==> config.mk <==
export PLATFORM = sky130hd
export DESIGN_NAME = pic2_top
export DESIGN_NICKNAME = d
export VERILOG_FILES = /design/src/rtl/pic2_pkg.sv /design/src/rtl/pic2_ext_capture.sv /design/src/rtl/pic2_select.sv /design/src/rtl/pic2_svc_track.sv /design/src/rtl/pic2_top.sv
export SDC_FILE = /design/constraint.sdc
export NUM_CORES = 1
export LEC_CHECK = 0
export BUFFER_PORTS_ARGS = -buffer_cell sky130_fd_sc_hd__buf_2
export CORE_UTILIZATION = 51
export CTS_BUF_LIST = sky130_fd_sc_hd__clkbuf_4
export DETAILED_ROUTE_END_ITERATION = 10
export PLACE_DENSITY_LB_ADDON = 0.25
export SETUP_SLACK_MARGIN = 0.1
export SLEW_MARGIN = 20
export SYNTH_ARGS = -nofsm -noshare
export SYNTH_HDL_FRONTEND = slang
export SYNTH_SLANG_ARGS = --single-unit
==> constraint.sdc <==
create_clock -name clk -period 2.35 [get_ports clk]
set_clock_uncertainty 0.1 [all_clocks]
set_input_delay 0.1175 -clock clk [delete_from_list [all_inputs] [get_ports clk]]
set_output_delay 0.1175 -clock clk [all_outputs]
set_load 0.02 [all_outputs]
==> src/rtl/pic2_pkg.sv <==
package pic2_pkg;
  localparam int NSRC      = 4;
  localparam int NEXT      = NSRC / 2;
  localparam int IDX_W     = $clog2(NSRC);
  localparam int VEC_W     = 16;
  localparam int VEC_BASE  = 3;
  localparam int VEC_STEP  = 8;
  localparam int CFG_W     = 8;
  localparam int GIE_BIT   = CFG_W - 1;

  typedef struct packed {
    logic             valid;
    logic             hi;
    logic [IDX_W-1:0] idx;
  } pick_t;

  function automatic logic [VEC_W-1:0] vec_of(input logic [IDX_W-1:0] idx);
    return VEC_W'(VEC_BASE + VEC_STEP * int'(idx));
  endfunction

  // lowest set index wins
  function automatic logic [IDX_W-1:0] first_set(input logic [NSRC-1:0] v);
    logic [IDX_W-1:0] r;
    r = '0;
    for (int i = NSRC - 1; i >= 0; i--) begin
      if (v[i]) r = IDX_W'(i);
    end
    return r;
  endfunction
endpackage

==> src/rtl/pic2_ext_capture.sv <==
module pic2_ext_capture (
  input  logic clk,
  input  logic rst_n,
  input  logic tick,
  input  logic pin_n,
  input  logic edge_md,
  input  logic clr,
  output logic flag
);
  logic smp_q;
  logic ef_q;
  logic fall;

  assign fall = tick & smp_q & ~pin_n;

  always_ff @(posedge clk) begin
    if (!rst_n) begin
      smp_q <= 1'b1;
      ef_q  <= 1'b0;
    end else begin
      if (tick) smp_q <= pin_n;
      if (!edge_md)  ef_q <= 1'b0;
      else if (fall) ef_q <= 1'b1;
      else if (clr)  ef_q <= 1'b0;
    end
  end

  assign flag = edge_md ? ef_q : ~smp_q;

  AST_EDGE_CLEARS: assert property (@(posedge clk) disable iff (!rst_n)
    (edge_md && clr && !fall) |=> !ef_q);
  AST_EDGE_SETS: assert property (@(posedge clk) disable iff (!rst_n)
    (edge_md && fall) |=> ef_q);
  AST_SAMPLE_HOLD: assert property (@(posedge clk) disable iff (!rst_n)
    !tick |=> $stable(smp_q));
endmodule

==> src/rtl/pic2_select.sv <==
module pic2_select
  import pic2_pkg::*;
(
  input  logic             clk,
  input  logic             rst_n,
  input  logic [NSRC-1:0]  flags,
  input  logic [CFG_W-1:0] en,
  input  logic [NSRC-1:0]  pri,
  input  logic             svc_hi,
  input  logic             svc_lo,
  input  logic             last,
  input  logic             reti,
  input  logic             wr,
  output logic             take,
  output pick_t            pick
);
  logic [NSRC-1:0] act, hi_req, lo_req;
  logic            can_hi, can_lo, open;

  assign act    = flags & en[NSRC-1:0] & {NSRC{en[GIE_BIT]}};
  assign hi_req = act & pri;
  assign lo_req = act & ~pri;
  assign can_hi = (|hi_req) & ~svc_hi;
  assign can_lo = (|lo_req) & ~svc_hi & ~svc_lo;
  assign open   = last & ~reti & ~wr;

  always_comb begin
    pick = '0;
    if (can_hi) begin
      pick.valid = 1'b1;
      pick.hi    = 1'b1;
      pick.idx   = first_set(hi_req);
    end else if (can_lo) begin
      pick.valid = 1'b1;
      pick.hi    = 1'b0;
      pick.idx   = first_set(lo_req);
    end
  end

  assign take = open & pick.valid;

  AST_HI_NOT_PREEMPTED: assert property (@(posedge clk) disable iff (!rst_n)
    svc_hi |-> !take);
  AST_LO_ONLY_BY_HI: assert property (@(posedge clk) disable iff (!rst_n)
    (take && svc_lo) |-> pick.hi);
  AST_PICK_PENDING: assert property (@(posedge clk) disable iff (!rst_n)
    take |-> flags[pick.idx]);
endmodule

==> src/rtl/pic2_svc_track.sv <==
module pic2_svc_track (
  input  logic clk,
  input  logic rst_n,
  input  logic take,
  input  logic take_hi,
  input  logic release_lvl,
  output logic svc_hi,
  output logic svc_lo
);
  always_ff @(posedge clk) begin
    if (!rst_n) begin
      svc_hi <= 1'b0;
      svc_lo <= 1'b0;
    end else if (take) begin
      if (take_hi) svc_hi <= 1'b1;
      else         svc_lo <= 1'b1;
    end else if (release_lvl) begin
      if (svc_hi) svc_hi <= 1'b0;
      else        svc_lo <= 1'b0;
    end
  end

  AST_SVC_HI_HOLD: assert property (@(posedge clk) disable iff (!rst_n)
    (svc_hi && !release_lvl) |=> svc_hi);
  AST_RELEASE_TOP: assert property (@(posedge clk) disable iff (!rst_n)
    (release_lvl && svc_hi && svc_lo && !take) |=> (!svc_hi && svc_lo));
endmodule

==> src/rtl/pic2_top.sv <==
module pic2_top
  import pic2_pkg::*;
(
  input  logic              clk,
  input  logic              rst_n,
  input  logic              mc_tick,
  input  logic [NEXT-1:0]   ext_n,
  input  logic [NEXT-1:0]   edge_mode,
  input  logic [NEXT-1:0]   tmr_ovf,
  input  logic              cfg_wr,
  input  logic              cfg_sel,
  input  logic [CFG_W-1:0]  cfg_wdata,
  input  logic              insn_last,
  input  logic              insn_reti,
  output logic              vec_stb,
  output logic [VEC_W-1:0]  vec_addr,
  output logic              svc_hi,
  output logic              svc_lo,
  output logic [NSRC-1:0]   req_flag
);
  logic [CFG_W-1:0] en_q;
  logic [CFG_W-1:0] pri_q;
  logic [NSRC-1:0]  clr_src;
  logic             take;
  pick_t            pick;

  always_ff @(posedge clk) begin
    if (!rst_n) begin
      en_q  <= '0;
      pri_q <= '0;
    end else if (cfg_wr) begin
      if (cfg_sel) pri_q <= cfg_wdata;
      else         en_q  <= cfg_wdata;
    end
  end

  // even index: external pin, odd index: timer
  for (genvar i = 0; i < NSRC; i++) begin : g_src
    assign clr_src[i] = take & (pick.idx == IDX_W'(i));
    if (i % 2 == 0) begin : g_ext
      pic2_ext_capture u_cap (
        .clk    (clk),
        .rst_n  (rst_n),
        .tick   (mc_tick),
        .pin_n  (ext_n[i/2]),
        .edge_md(edge_mode[i/2]),
        .clr    (clr_src[i]),
        .flag   (req_flag[i])
      );
    end else begin : g_tmr
      logic tf_q;
      always_ff @(posedge clk) begin
        if (!rst_n)              tf_q <= 1'b0;
        else if (tmr_ovf[i/2])   tf_q <= 1'b1;
        else if (clr_src[i])     tf_q <= 1'b0;
      end
      assign req_flag[i] = tf_q;
    end
  end

  pic2_select u_sel (
    .clk   (clk),
    .rst_n (rst_n),
    .flags (req_flag),
    .en    (en_q),
    .pri   (pri_q[NSRC-1:0]),
    .svc_hi(svc_hi),
    .svc_lo(svc_lo),
    .last  (insn_last),
    .reti  (insn_reti),
    .wr    (cfg_wr),
    .take  (take),
    .pick  (pick)
  );

  pic2_svc_track u_trk (
    .clk        (clk),
    .rst_n      (rst_n),
    .take       (take),
    .take_hi    (pick.hi),
    .release_lvl(insn_last & insn_reti),
    .svc_hi     (svc_hi),
    .svc_lo     (svc_lo)
  );

  always_ff @(posedge clk) begin
    if (!rst_n) begin
      vec_stb  <= 1'b0;
      vec_addr <= '0;
    end else begin
      vec_stb <= take;
      if (take) vec_addr <= vec_of(pick.idx);
    end
  end

  AST_BOUNDARY_ONLY: assert property (@(posedge clk) disable iff (!rst_n)
    vec_stb |-> ($past(insn_last) && !$past(insn_reti) && !$past(cfg_wr)));
  AST_STB_MARKS_SVC: assert property (@(posedge clk) disable iff (!rst_n)
    vec_stb |-> (svc_hi || svc_lo));
  AST_GLOBAL_GATE: assert property (@(posedge clk) disable iff (!rst_n)
    !en_q[GIE_BIT] |=> !vec_stb);
  AST_TMR0_CLEARED: assert property (@(posedge clk) disable iff (!rst_n)
    (vec_stb && vec_addr == vec_of(IDX_W'(1)) && !$past(tmr_ovf[0])) |-> !req_flag[1]);
endmodule

* Word level (Yosys, flattened, before mapping)
Cells that the tools add are included.
Word-level totals: input port bits 21, flip-flop bits (word level) 37, output and inout bits 23
Operators by class: bitwise logic cells 29, eq/ne operators 6, muxes and demuxes 27, reductions and logical operators 14, add/subtract/negate cells 1
Operator list (number):
- two-way mux 1 bit | 17
- AND 4 bit | 4
- two-way mux 2 bit | 8
- AND 1 bit | 15
- AND reduction 2 bit | 5
- nonzero test 2 bit | 5
- NOT 1 bit | 9
- two-way mux 4 bit | 2
- OR reduction 4 bit | 2
- adder 2 x 5 -> 6 bit (first input constant) | 1
- == test 2 bit (second input constant) | 2
- inequality test 2 bit (second input constant) | 2
- NOT 4 bit | 1
- AND reduction 3 bit | 1
- == test 2 x 1 -> 1 bit (second input constant) | 1
- zero test 2 bit | 1
- inequality test 2 x 1 -> 1 bit (second input constant) | 1

* Logic depth before layout (Yosys ltp)
Gate-level depths: netlist of the first run.
depth after elaboration 15, mapped depth 7, gate-level depth less buffers 6

* Cells and area by module
From an unflattened synthesis of the first run, not the netlist that was laid out.
Unflattened totals: cells, all modules 150, area total of the unflattened synthesis 1316.3 µm²
By module, submodules not included:
- pic2_top | area an instance 833.3 µm², times used 1, cells an instance 90
- pic2_select | area an instance 216.5 µm², times used 1, cells an instance 29
- pic2_ext_capture | area an instance 90.1 µm², times used 2, cells an instance 10
- pic2_svc_track | area an instance 86.3 µm², times used 1, cells an instance 11

* Least setup slack after synthesis of the first run
OpenSTA, ideal clock, no wires.
path kind flip-flop to flip-flop, from reg g_src[2].g_ext.u_cap.smp_q, to reg g_src[2].g_ext.u_cap.ef_q, required time 2.109 ns, library setup time 0.141 ns, slack 0.504 ns, stages on the path, launching flop included 7, arrival 1.605 ns, clock period less this slack 1.846 ns, buffers on the path 0, cell sequence dfxtp_1 -> or2_4 -> a211oi_4 -> o211ai_2 -> a2111oi_4 -> and2_4 -> a311oi_2
Between the ends: cells in the longest elaborated chain, start to end 13, elaborated cells on any way between the ends 26
Ends and longest elaborated chain:
- start, declared | line pic2_ext_capture.sv:10 | logic smp_q;
- start signal, assigned | line pic2_ext_capture.sv:21 | if (tick) smp_q <= pin_n;
- NOT 1 bit | line pic2_ext_capture.sv:28 | assign flag = edge_md ? ef_q : ~smp_q;
- two-way mux 1 bit | line pic2_ext_capture.sv:28
- AND 4 bit (2 in series) | line pic2_select.sv:20 | assign act = flags & en[NSRC-1:0] & {NSRC{en[GIE_BIT]}};
- AND 4 bit | line pic2_select.sv:22 | assign lo_req = act & ~pri;
- OR reduction 4 bit / two-way mux 2 bit (equally long branches) | line pic2_select.sv:24, pic2_pkg.sv:26
- AND 1 bit / two-way mux 2 bit (equally long branches) (2 in series) | line pic2_select.sv:24, pic2_pkg.sv:26
- two-way mux 4 bit | line pic2_select.sv:33 | end else if (can_lo) begin
- two-way mux 4 bit | line pic2_select.sv:29 | if (can_hi) begin
- == test 2 bit / AND 1 bit (equally long branches) | line pic2_top.sv:39, pic2_select.sv:40
- AND 1 bit | line pic2_top.sv:39 | assign clr_src[i] = take & (pick.idx == IDX_W'(i));
- nonzero test 2 bit (no line)
- end signal, assigned | line pic2_ext_capture.sv:22 | if (!edge_md) ef_q <= 1'b0;
- end signal, assigned | line pic2_ext_capture.sv:23 | else if (fall) ef_q <= 1'b1;
- end signal, assigned | line pic2_ext_capture.sv:24 | else if (clr) ef_q <= 1'b0;
- end, declared | line pic2_ext_capture.sv:11 | logic ef_q;
Several ways; a longest one is shown, not always the timed one. A chain may end at the register's enable or synchronous reset.

* Final worst setup path of the first run
from in edge_mode[0], to reg g_src[2].g_ext.u_cap.ef_q
Between the ends: cells in the longest elaborated chain, start to end 12, elaborated cells on any way between the ends 18
Ends and longest elaborated chain:
- start, declared | line pic2_top.sv:8 | input logic [NEXT-1:0] edge_mode,
- two-way mux 1 bit * | line pic2_ext_capture.sv:28
- AND 4 bit * (2 in series) | line pic2_select.sv:20
- AND 4 bit | line pic2_select.sv:22
- OR reduction 4 bit | line pic2_select.sv:24 | assign can_lo = (|lo_req) & ~svc_hi & ~svc_lo;
- AND 1 bit (2 in series) | line pic2_select.sv:24
- two-way mux 4 bit | line pic2_select.sv:33
- two-way mux 4 bit * | line pic2_select.sv:29
- == test 2 bit / AND 1 bit (equally long branches) | line pic2_top.sv:39, pic2_select.sv:40
- AND 1 bit * | line pic2_top.sv:39
- nonzero test 2 bit (no line) *
Mark *: on every way between the ends. The rest lies on a longest branch, timed or not.

==> results of run 1 <==
-- power groups by stage --
| stage | Clock [W] | Combinational [W] | Sequential [W] |
|---|---|---|---|
| final | 0.000172 | 0.000116 | 0.000382 |
| after global routing | 0.000204 | 0.000126 | 0.000384 |
| after CTS | 0.000175 | 0.000112 | 0.000381 |
| after detailed placement | 0 | 0.0000950 | 0.000389 |
| after global placement | 0 | 0.0000923 | 0.000389 |
| after floorplan | 0 | 0.0000868 | 0.000385 |
-- logic make-up after synthesis --
logic type | share of synthesized area
compound gates | 0.180
other cells | 0.00310
simple gates | 0.284
buf+inv | 0.127
flops | 0.347
mux | 0.0579
-- state kept, by name, summed over array words and instances (netlist names) --
name                     flops
pri_q                        4
en_q                         5
g_src.g_ext.u_cap.ef_q       2
vec_stb                      1
u_trk.svc_lo                 1
g_src.g_tmr.tf_q             2
u_trk.svc_hi                 1
g_src.g_ext.u_cap.smp_q      2
vec_addr                     3
-- final timing paths --
check / to / cells past startpoint
setup reg to reg: g_src[2].g_ext.u_cap.ef_q / 6
hold reg to reg: pri_q[1] / 2
hold / removal: u_trk.svc_hi / 3
setup / recovery: g_src[2].g_ext.u_cap.ef_q / 8
-- per-layer routing --
layer,vias up,track usage,wire length (µm)
met5,-,0,0
met4,0,0.120,33
met3,4,0.0485,105
met2,38,0.402,1350
met1,514,0.251,1130
li1,537,-,-
-- cells in the mapped netlist (2+ instances only) --
| library cell | count |
|---|---|
| dfxtp_1 | 21 |
| nor2_1 | 20 |
| buf_4 | 18 |
| nand2_1 | 14 |
| a21oi_1 | 8 |
| mux2i_1 | 7 |
| nand3_1 | 6 |
| o21ai_0 | 6 |
| nor2b_1 | 4 |
| inv_1 | 3 |
| nor4_1 | 3 |
| clkbuf_1 | 2 |
| nand4b_1 | 2 |
| nor3_1 | 2 |
-- what timing repair did --
action | in CTS | in global routing
hold buffers | 13 | 1
resized for setup | 0 | 1
endpoints found under the setup margin | 0 | 1
hold endpoints to repair | 14 | 3
-- worst reg2reg max path: cells and delay by family (launching register included) --
kind            cells  cell delay [ps]
simple gates        3              830
flops               1              370
compound gates      3              650
-- metrics by stage --
stage	area, µm²	hold WS (ps)	util	total power (W)	setup slack, ps
after floorplan	1250	79.4	-	0.000472	504
after global placement	1280	249	0.575	0.000481	324
after detailed placement	1280	258	0.575	0.000484	309
after CTS	1440	4.75	0.645	0.000669	196
after global routing	1450	2.16	0.650	0.000713	114
final	1450	12.2	0.650	0.000670	179
-- area by class of cell --
type	instances	area [µm²]	area share
Clock buffer	3	22.5	0.0155
Clock inverter	1	5.00	0.00345
Inverter	3	11.3	0.00775
Multi-Input combinational cell	106	677	0.466
Sequential cell	21	422	0.290
Tap cell	28	35.0	0.0241
Timing Repair Buffer	42	280	0.193
==> metrics.txt, run 1 <==
status finished, final reports clean; die height 50.7 µm; filler-free cell count of the finished design 204; CTS tree yes; Pint 0.000481 W; Sw Share 0.281; Iteration-0 DRC Markers 9; grt ovf 0; Largest delay share family, worst path simple AND/OR/NAND/NOR gates; largest area contributor in the netlist dfxtp_1; Async SR Flop Fraction 0; Antenna Cells 0; I/O Pins 44; fillcell total 196; worst skew pair latency 300 ps; ranking of synthesized cells by area dfxtp_1 (35%), buf_4 (11%), nor2_1 (6.2%); WL per Instance 12.8 µm; worst path required time 2420 ps; DIE WIDTH 50.7 µm; commonest non-fill, non-tap cell in the layout buf_2; Final setup violation count 0; flop-to-flop setup slack 270 ps; Pre-antenna DRT Iters 4; Synth Warn # 0; critical-path cell list dlygate4sd3_1 > buf_2 > nor2b_1 > or4_4 > o211ai_2 > a2111oi_4 > and2_4 > a311oi_2; CTS buffer count 3; RePlAce Congestion 0.813; PwrDens 461 nW/µm²; crit path launch type input port; vias in the first global route 1021; Netlist Area Pre-Place 1210 µm²; DRC Markers 0; RSZ-0062 raised after global routing no; mean area per synthesized cell 8.70 µm²; Core Rows 17; clock power share 0.257; Post-CTS Setup Bufs 0; Max Slew Vio Count 0; first-pass GRT wire length 4330 µm; initial antenna violation count 0; Slew @ Worst Pin 559 ps; Post-DP HPWL 1930 µm; Comb power frac 0.173; core area 2230 µm²; H-tree levels 1; Layout area overhead 20.1%; Net count, final 198; commonest non-fill, non-tap cells in the layout buf_2 (28), nor2_1 (20), dfxtp_1 (20); sequential fraction of design power 0.570; relative slew slack 0.627; Final Critical Period 2170 ps; Max Fclk 461 MHz; routed vias 1093; register bit count reported by yosys 21; Starting Density 0.542; Critical Path AT 2240 ps; antenna-violating nets left 0; sequential area share after synthesis 0.347; share of the synthesized area in the top cell type 0.347; Crit path largest cell delay 540 ps; IO Port Bufs 28; drt via density 5.36; Clock transition at path regs 120 ps; GRT Total Usage 0.227; final hold vios 0; layout cells sized above 1 0.261; LEAKAGE 0.622 nW; crit end category flip-flop; CTS Sinks 21; Clock Path Buffers 2; Mapped Cells 139; clock root buffer clkbuf_4; FF-to-FF Start g_src[0].g_ext.u_cap.smp_q; Bufs and invs on worst path 2; Top FF cell, synth dfxtp_1; Setup TNS Final 0 ps; Worst Setup SP edge_mode[0]; number of synthesized flops with an enable pin 0; Hold Crit Class in -> reg; unique cell type count in the Yosys netlist 37; Crit-path slowest cell dlygate4sd3_1; Setup CP Type in -> reg; CP Max Fanout 4; Post-Route WL 2620 µm; crit share post-route 0.924; VDD IR max 430 µV; hold_sp insn_last; largest net degree at the start of global routing 15; DP Cell Count 186; max-cap violation count 0; die area 2570 µm²; Net Switching 0.000189 W
(Power assumes the default switching activity.)
==> inputs of run 2 (changes only) <==
--- a/config.mk
+++ b/config.mk
@@ -6,7 +6,7 @@
 export NUM_CORES = 1
 export LEC_CHECK = 0
 export BUFFER_PORTS_ARGS = -buffer_cell sky130_fd_sc_hd__buf_2
-export CORE_UTILIZATION = 51
+export CORE_UTILIZATION = 55
 export CTS_BUF_LIST = sky130_fd_sc_hd__clkbuf_4
 export DETAILED_ROUTE_END_ITERATION = 10
 export PLACE_DENSITY_LB_ADDON = 0.25
==> constraint.sdc (replaced) <==
create_clock -name clk -period 2.8 [get_ports clk]
set_clock_uncertainty 0.1 [all_clocks]
set_input_delay 0.14 -clock clk [delete_from_list [all_inputs] [get_ports clk]]
set_output_delay 0.14 -clock clk [all_outputs]
set_load 0.02 [all_outputs]
==> run 2 against run 1 <==
Hold slack worse by 2.9 ps. Die area is 7.0% lower. Design area is 2.8% lower. Largest cell class unchanged.
==> metrics.txt, run 2 (synthesized netlist as in run 1, its figures left out) <==
status finished, final reports clean; Max Slew Vio Count 0 (unchanged); Iteration-0 DRC Markers 28 (+19); CP Max Fanout 5 (+1); first-pass GRT wire length 4320 µm (-0.16%); initial antenna violation count 0 (unchanged); commonest non-fill, non-tap cells in the layout buf_2 (28), dfxtp_1 (21), nor2_1 (20); Hold Worst Slack 9.37 ps (-2.85 ps); Setup TNS Final 0 ps (unchanged); Largest Register en_q; crit-path most repeated cell nor2_1; drt via density 5.29 (-1.3%); worst skew pair latency 310 ps (about the same); worst path required time 2890 ps (+470 ps); DIE WIDTH 48.9 µm (-3.6%); I/O Pins 44 (unchanged); Hold Crit Class in -> reg; WL met1 1170 µm (+3.7%); LEAKAGE 0.605 nW (-2.8%); grt ovf 0 (unchanged); Final setup violation count 0 (unchanged); crit end category flip-flop; max reg flops 5 (unchanged); final hold vios 0 (unchanged); die height 48.9 µm (-3.6%); max-cap violation count 0 (unchanged); biggest regs en_q x5, pri_q x4, vec_addr x3; routed vias 1052 (-3.8%); Critical Path AT 2290 ps (+50 ps); clock root buffer clkbuf_4; Worst Setup SP edge_mode[1]; Crit-path slowest cell dlygate4sd3_1; vias in the first global route 990 (-3.0%); met3 wire length 136 µm (+30%); Post-CTS Setup Bufs 0 (unchanged); GRT Total Usage 0.233 (+0.00529); DRC Markers 0 (unchanged); register area 420 µm² (-0.30%); FF-to-FF Start en_q[7]; Clock transition at path regs 110 ps (about the same); CTS tree yes; Final Critical Period 2200 ps; DP Cell Count 185 (-0.54%); DR top layer met4; layout cells sized above 1 0.262 (+0.000264); Post-DP HPWL 1870 µm (-3.5%); commonest non-fill, non-tap cell in the layout buf_2; Starting Density 0.598 (+0.0567); Setup CP Type in -> reg; Core Rows 16 (-1); CTS Sinks 21 (unchanged); RePlAce Congestion 0.837 (+3.0%); Antenna Cells 0 (unchanged); hold_sp tmr_ovf[1]; Slew @ Worst Pin 547 ps (-12.2 ps); core area 2020 µm² (-9.5%); Net count, final 194 (-2.0%); critical-path cell list dlygate4sd3_1 > buf_2 > or2_4 > a21oi_1 > nor2_1 > a32oi_2 > nor4b_1 > nor2_1; H-tree levels 1 (unchanged); largest net degree at the start of global routing 15 (unchanged); Layout area overhead 16.8%; Max Fclk 454 MHz; crit path launch type input port; post-CTS resize count 0 (unchanged); WL per Instance 12.5 µm (-2.6%); fillcell total 172 (-12%); Pre-antenna DRT Iters 4 (unchanged); die area 2390 µm² (-7.0%); PwrDens 403 nW/µm² (-13%); IO Port Bufs 28 (unchanged); Post-Route WL 2490 µm (-5.0%); CTS buffer count 3 (unchanged); met2 wire length 1160 µm (-14%); crit share post-route 0.787; relative slew slack 0.635 (+0.00813); footprint of the multi-input gates 677 µm² (unchanged); VDD IR max 291 µV (-32%); Crit path largest cell delay 530 ps (about the same); RSZ-0062 raised after global routing no; filler-free cell count of the finished design 199 (-2.5%); Clock Path Buffers 2 (unchanged); antenna-violating nets left 0 (unchanged)
## run 2: changes by cell type in the layout (fill, tap and decap cells not counted), sizes merged
cell,previous run,this run
dlygate4sd3,14,10
clkinv,1,0
clkbuf,3,4
## run 2: final cells by class
type	count	area share
multi-input cells	106	0.479
flip-flops and latches	21	0.298
repair buffers	38	0.170
well taps	27	0.0239
clock buffers	4	0.0213
inverters	3	0.00797
## run 2: worst paths after layout
kind / to / slack, ps / cells after the start
setup / recovery: g_src[0].g_ext.u_cap.ef_q / 600 / 8
hold / removal: g_src[3].g_tmr.tf_q / 9 / 3
setup reg to reg: g_src[0].g_ext.u_cap.ef_q / 650 / 6
hold reg to reg: pri_q[1] / 390 / 2
## run 2: metrics by stage
stage | util | worst slack, ps | area [µm²] | total power [W]
2_1_floorplan | - | 954 | 1250 | 0.000396
3_3_place_gp | 0.634 | 756 | 1280 | 0.000403
3_5_place_dp | 0.634 | 730 | 1280 | 0.000406
4_1_cts | 0.699 | 672 | 1410 | 0.000572
5_1_grt | 0.699 | 449 | 1410 | 0.000592
6_report | 0.699 | 597 | 1410 | 0.000569
## run 2: power breakdown
| part | total, W | internal, W | switching [W] |
|---|---|---|---|
| clock | 0.000158 | 0.0000653 | 0.0000923 |
| combinational | 0.0000914 | 0.0000368 | 0.0000547 |
| sequential | 0.000320 | 0.000310 | 0.0000103 |
## run 2: what timing repair did
| item | 4_1_cts | 5_1_grt |
|---|---|---|
| hold buffers | 10 | 0 |
| setup endpoints to repair | 0 | 0 |
| hold endpoints to repair | 12 | 0 |
## run 2: worst max-delay path, delay by kind of cell
family	cells	cell delay, ps
compound gates	2	640
buf+inv	2	670
simple gates	4	840
## run 2: layer usage
metal | track usage | vias to the layer above
met5 | 0 | -
met4 | 0.0833 | 0
met3 | 0.0374 | 4
met2 | 0.382 | 44
met1 | 0.307 | 479
li1 | - | 525
==> inputs of run 3 (changes only) <==
--- a/config.mk
+++ b/config.mk
@@ -6,7 +6,7 @@
 export NUM_CORES = 1
 export LEC_CHECK = 0
 export BUFFER_PORTS_ARGS = -buffer_cell sky130_fd_sc_hd__buf_2
-export CORE_UTILIZATION = 55
+export CORE_UTILIZATION = 51
 export CTS_BUF_LIST = sky130_fd_sc_hd__clkbuf_4
 export DETAILED_ROUTE_END_ITERATION = 10
 export PLACE_DENSITY_LB_ADDON = 0.25
==> constraint.sdc (replaced) <==
create_clock -name clk -period 2.04 [get_ports clk]
set_clock_uncertainty 0.1 [all_clocks]
set_input_delay 0.102 -clock clk [delete_from_list [all_inputs] [get_ports clk]]
set_output_delay 0.102 -clock clk [all_outputs]
set_load 0.02 [all_outputs]
==> run 3 against run 2 <==
Critical path depth decreased by 1. Global-route usage grew 1.3 points. Clock-buffer cell count stayed put. First-iteration DRC count up 36%. Register-to-register slack got worse by 550 ps. Die area up 7.5%. Total power grew 39%. Setup slack lost 500 ps. Non-clock buffer count grew 12. Critical path type is now reg -> reg. Critical endpoint is now g_src[1].g_tmr.tf_q.
==> metrics.txt, run 3 (synthesized netlist as in run 1, its figures left out) <==
status finished, final reports clean; Net Switching 0.000219 W (+39%); critical-path cell list nor2b_4 > or4_4 > o211ai_2 > a2111oi_4 > buf_4 > nor4_2 > nor2_1; Slew @ Worst Pin 638 ps (+90.7 ps); commonest non-fill, non-tap cell in the layout buf_2; initial antenna violation count 0 (unchanged); CTS tree yes; commonest non-fill, non-tap cells in the layout buf_2 (28), nor2_1 (20), dfxtp_1 (18); grt ovf 0 (unchanged); Pre-antenna DRT Iters 4 (unchanged); clock power share 0.269 (-0.008); final hold vios 0 (unchanged); Post-Route WL 2920 µm (+17%); max reg flops 5 (unchanged); worst skew pair latency 300 ps (about the same); Starting Density 0.542 (-0.0567); Final Critical Period 1940 ps; Hold Crit Class in -> reg; Setup CP Type reg -> reg; PwrDens 509 nW/µm² (+26%); crit share post-route 0.952; Bufs and invs on worst path 1 (-1); routed vias 1133 (+7.7%); core area 2230 µm² (+10%); DRC Markers 0 (unchanged); CP Max Fanout 4 (-1); Crit path largest cell delay 520 ps (about the same); DP Cell Count 189 (+2.2%); Clock transition at path regs 120 ps (about the same); IO Port Bufs 28 (unchanged); Clock Path Buffers 2 (unchanged); Pint 0.000573 W (+39%); Max Slew Vio Count 0 (unchanged); crit path launch type flip-flop; drt via density 5.34 (+1.1%); utilization after layout 0.697 (-0.00172); clock root buffer clkbuf_4; I/O Pins 44 (unchanged); Core Rows 17 (+1); Setup TNS Final 0 ps (unchanged); Largest Register en_q; H-tree levels 1 (unchanged); Net count, final 206 (+6.2%); relative slew slack 0.571 (-0.0636); RePlAce Congestion 0.801 (-4.3%); crit end category flip-flop; RSZ-0062 raised after global routing yes; worst path required time 2130 ps (-760 ps); biggest regs en_q x5, pri_q x4, vec_addr x3; Antenna Cells 0 (unchanged); WL per Instance 13.8 µm (+10%); Layout area overhead 28.6%; layout cells sized above 1 0.332 (+0.0699); Largest delay share family, worst path simple AND/OR/NAND/NOR gates; first-pass GRT wire length 4700 µm (+8.8%); die height 50.7 µm (+3.7%); Post-DP HPWL 1970 µm (+5.7%); Sw Share 0.276 (-0.000362); Comb power frac 0.176 (+0.015); Final setup violation count 0 (unchanged); max-cap violation count 0 (unchanged); CTS buffer count 3 (unchanged); vias in the first global route 1096 (+11%); CTS Sinks 21 (unchanged); antenna-violating nets left 0 (unchanged); GRT Total Usage 0.246 (+0.0129); largest net degree at the start of global routing 15 (unchanged); sequential fraction of design power 0.555 (-0.007); Max Fclk 515 MHz; Crit-path slowest cell or4_4; filler-free cell count of the finished design 212 (+6.5%); die area 2570 µm² (+7.5%); LEAKAGE 0.672 nW (+11%); VDD IR max 441 µV (+51%); Iteration-0 DRC Markers 38 (+36%); Critical Path AT 2030 ps (-260 ps); DIE WIDTH 50.7 µm (+3.7%)
-- run 3: cell type report --
cell class / instances / area, µm²
fill: 185 / 677
timing repair buffer: 50 / 338
tap: 28 / 35.0
inverter: 3 / 11.3
multi-input combinational: 106 / 716
clock buffer: 4 / 30.0
sequential: 21 / 427
-- run 3: final timing paths --
| kind | to | startpoint | slack, ps | depth (start not counted) |
|---|---|---|---|---|
| hold / removal | pri_q[3] | cfg_sel | 2 | 3 |
| setup / recovery | g_src[1].g_tmr.tf_q | g_src[0].g_ext.u_cap.ef_q | 100 | 7 |
| hold reg to reg | vec_addr[1] | vec_addr[1] | 400 | 2 |
| setup reg to reg | g_src[1].g_tmr.tf_q | g_src[0].g_ext.u_cap.ef_q | 100 | 7 |
-- run 3: power groups by stage --
| stage | sequential, W | combinational, W | clock [W] |
|---|---|---|---|
| 2_1_floorplan | 0.000443 | 0.000100 | 0 |
| 3_3_place_gp | 0.000448 | 0.000109 | 0 |
| 3_5_place_dp | 0.000449 | 0.000111 | 0 |
| 4_1_cts | 0.000439 | 0.000135 | 0.000215 |
| 5_1_grt | 0.000442 | 0.000152 | 0.000242 |
| 6_report | 0.000439 | 0.000139 | 0.000213 |
-- run 3: worst reg2reg max path, cell delays in order, from the launching register on --
cell,delay (ps)
dfxtp_1,390
nor2b_4,70
or4_4,530
o211ai_2,110
a2111oi_4,110
buf_4,170
nor4_2,280
nor2_1,70
-- run 3: what timing repair did --
action                                 in CTS  in global routing
setup endpoints to repair                   7                  8
endpoints found under the hold margin      15                  0
buffers inserted                            1                  5
hold buffers                               14                  0
gates resized for setup                     4                  6
pin swaps                                   7                  9
-- run 3: layer usage --
layer  wire, µm  vias to the layer above  track usage  part of all wire
met1       1250                      534        0.279              0.43
met3        117                       10       0.0485             0.040
li1           -                      547            -                 -
met2       1500                       42        0.429              0.51
met5          0                        -            0                 0
met4         53                        0        0.130             0.018
-- run 3: stage by stage --
stage	total power (W)	hold WS, ps	worst slack, ps	instance area, µm²
after CTS	0.000790	1.26	104	1510
after floorplan	0.000543	63.9	194	1250
after detailed placement	0.000560	248	21.8	1310
final	0.000792	2.10	98.3	1560
after global routing	0.000836	0.104	5.17	1560
after global placement	0.000556	234	65.1	1310
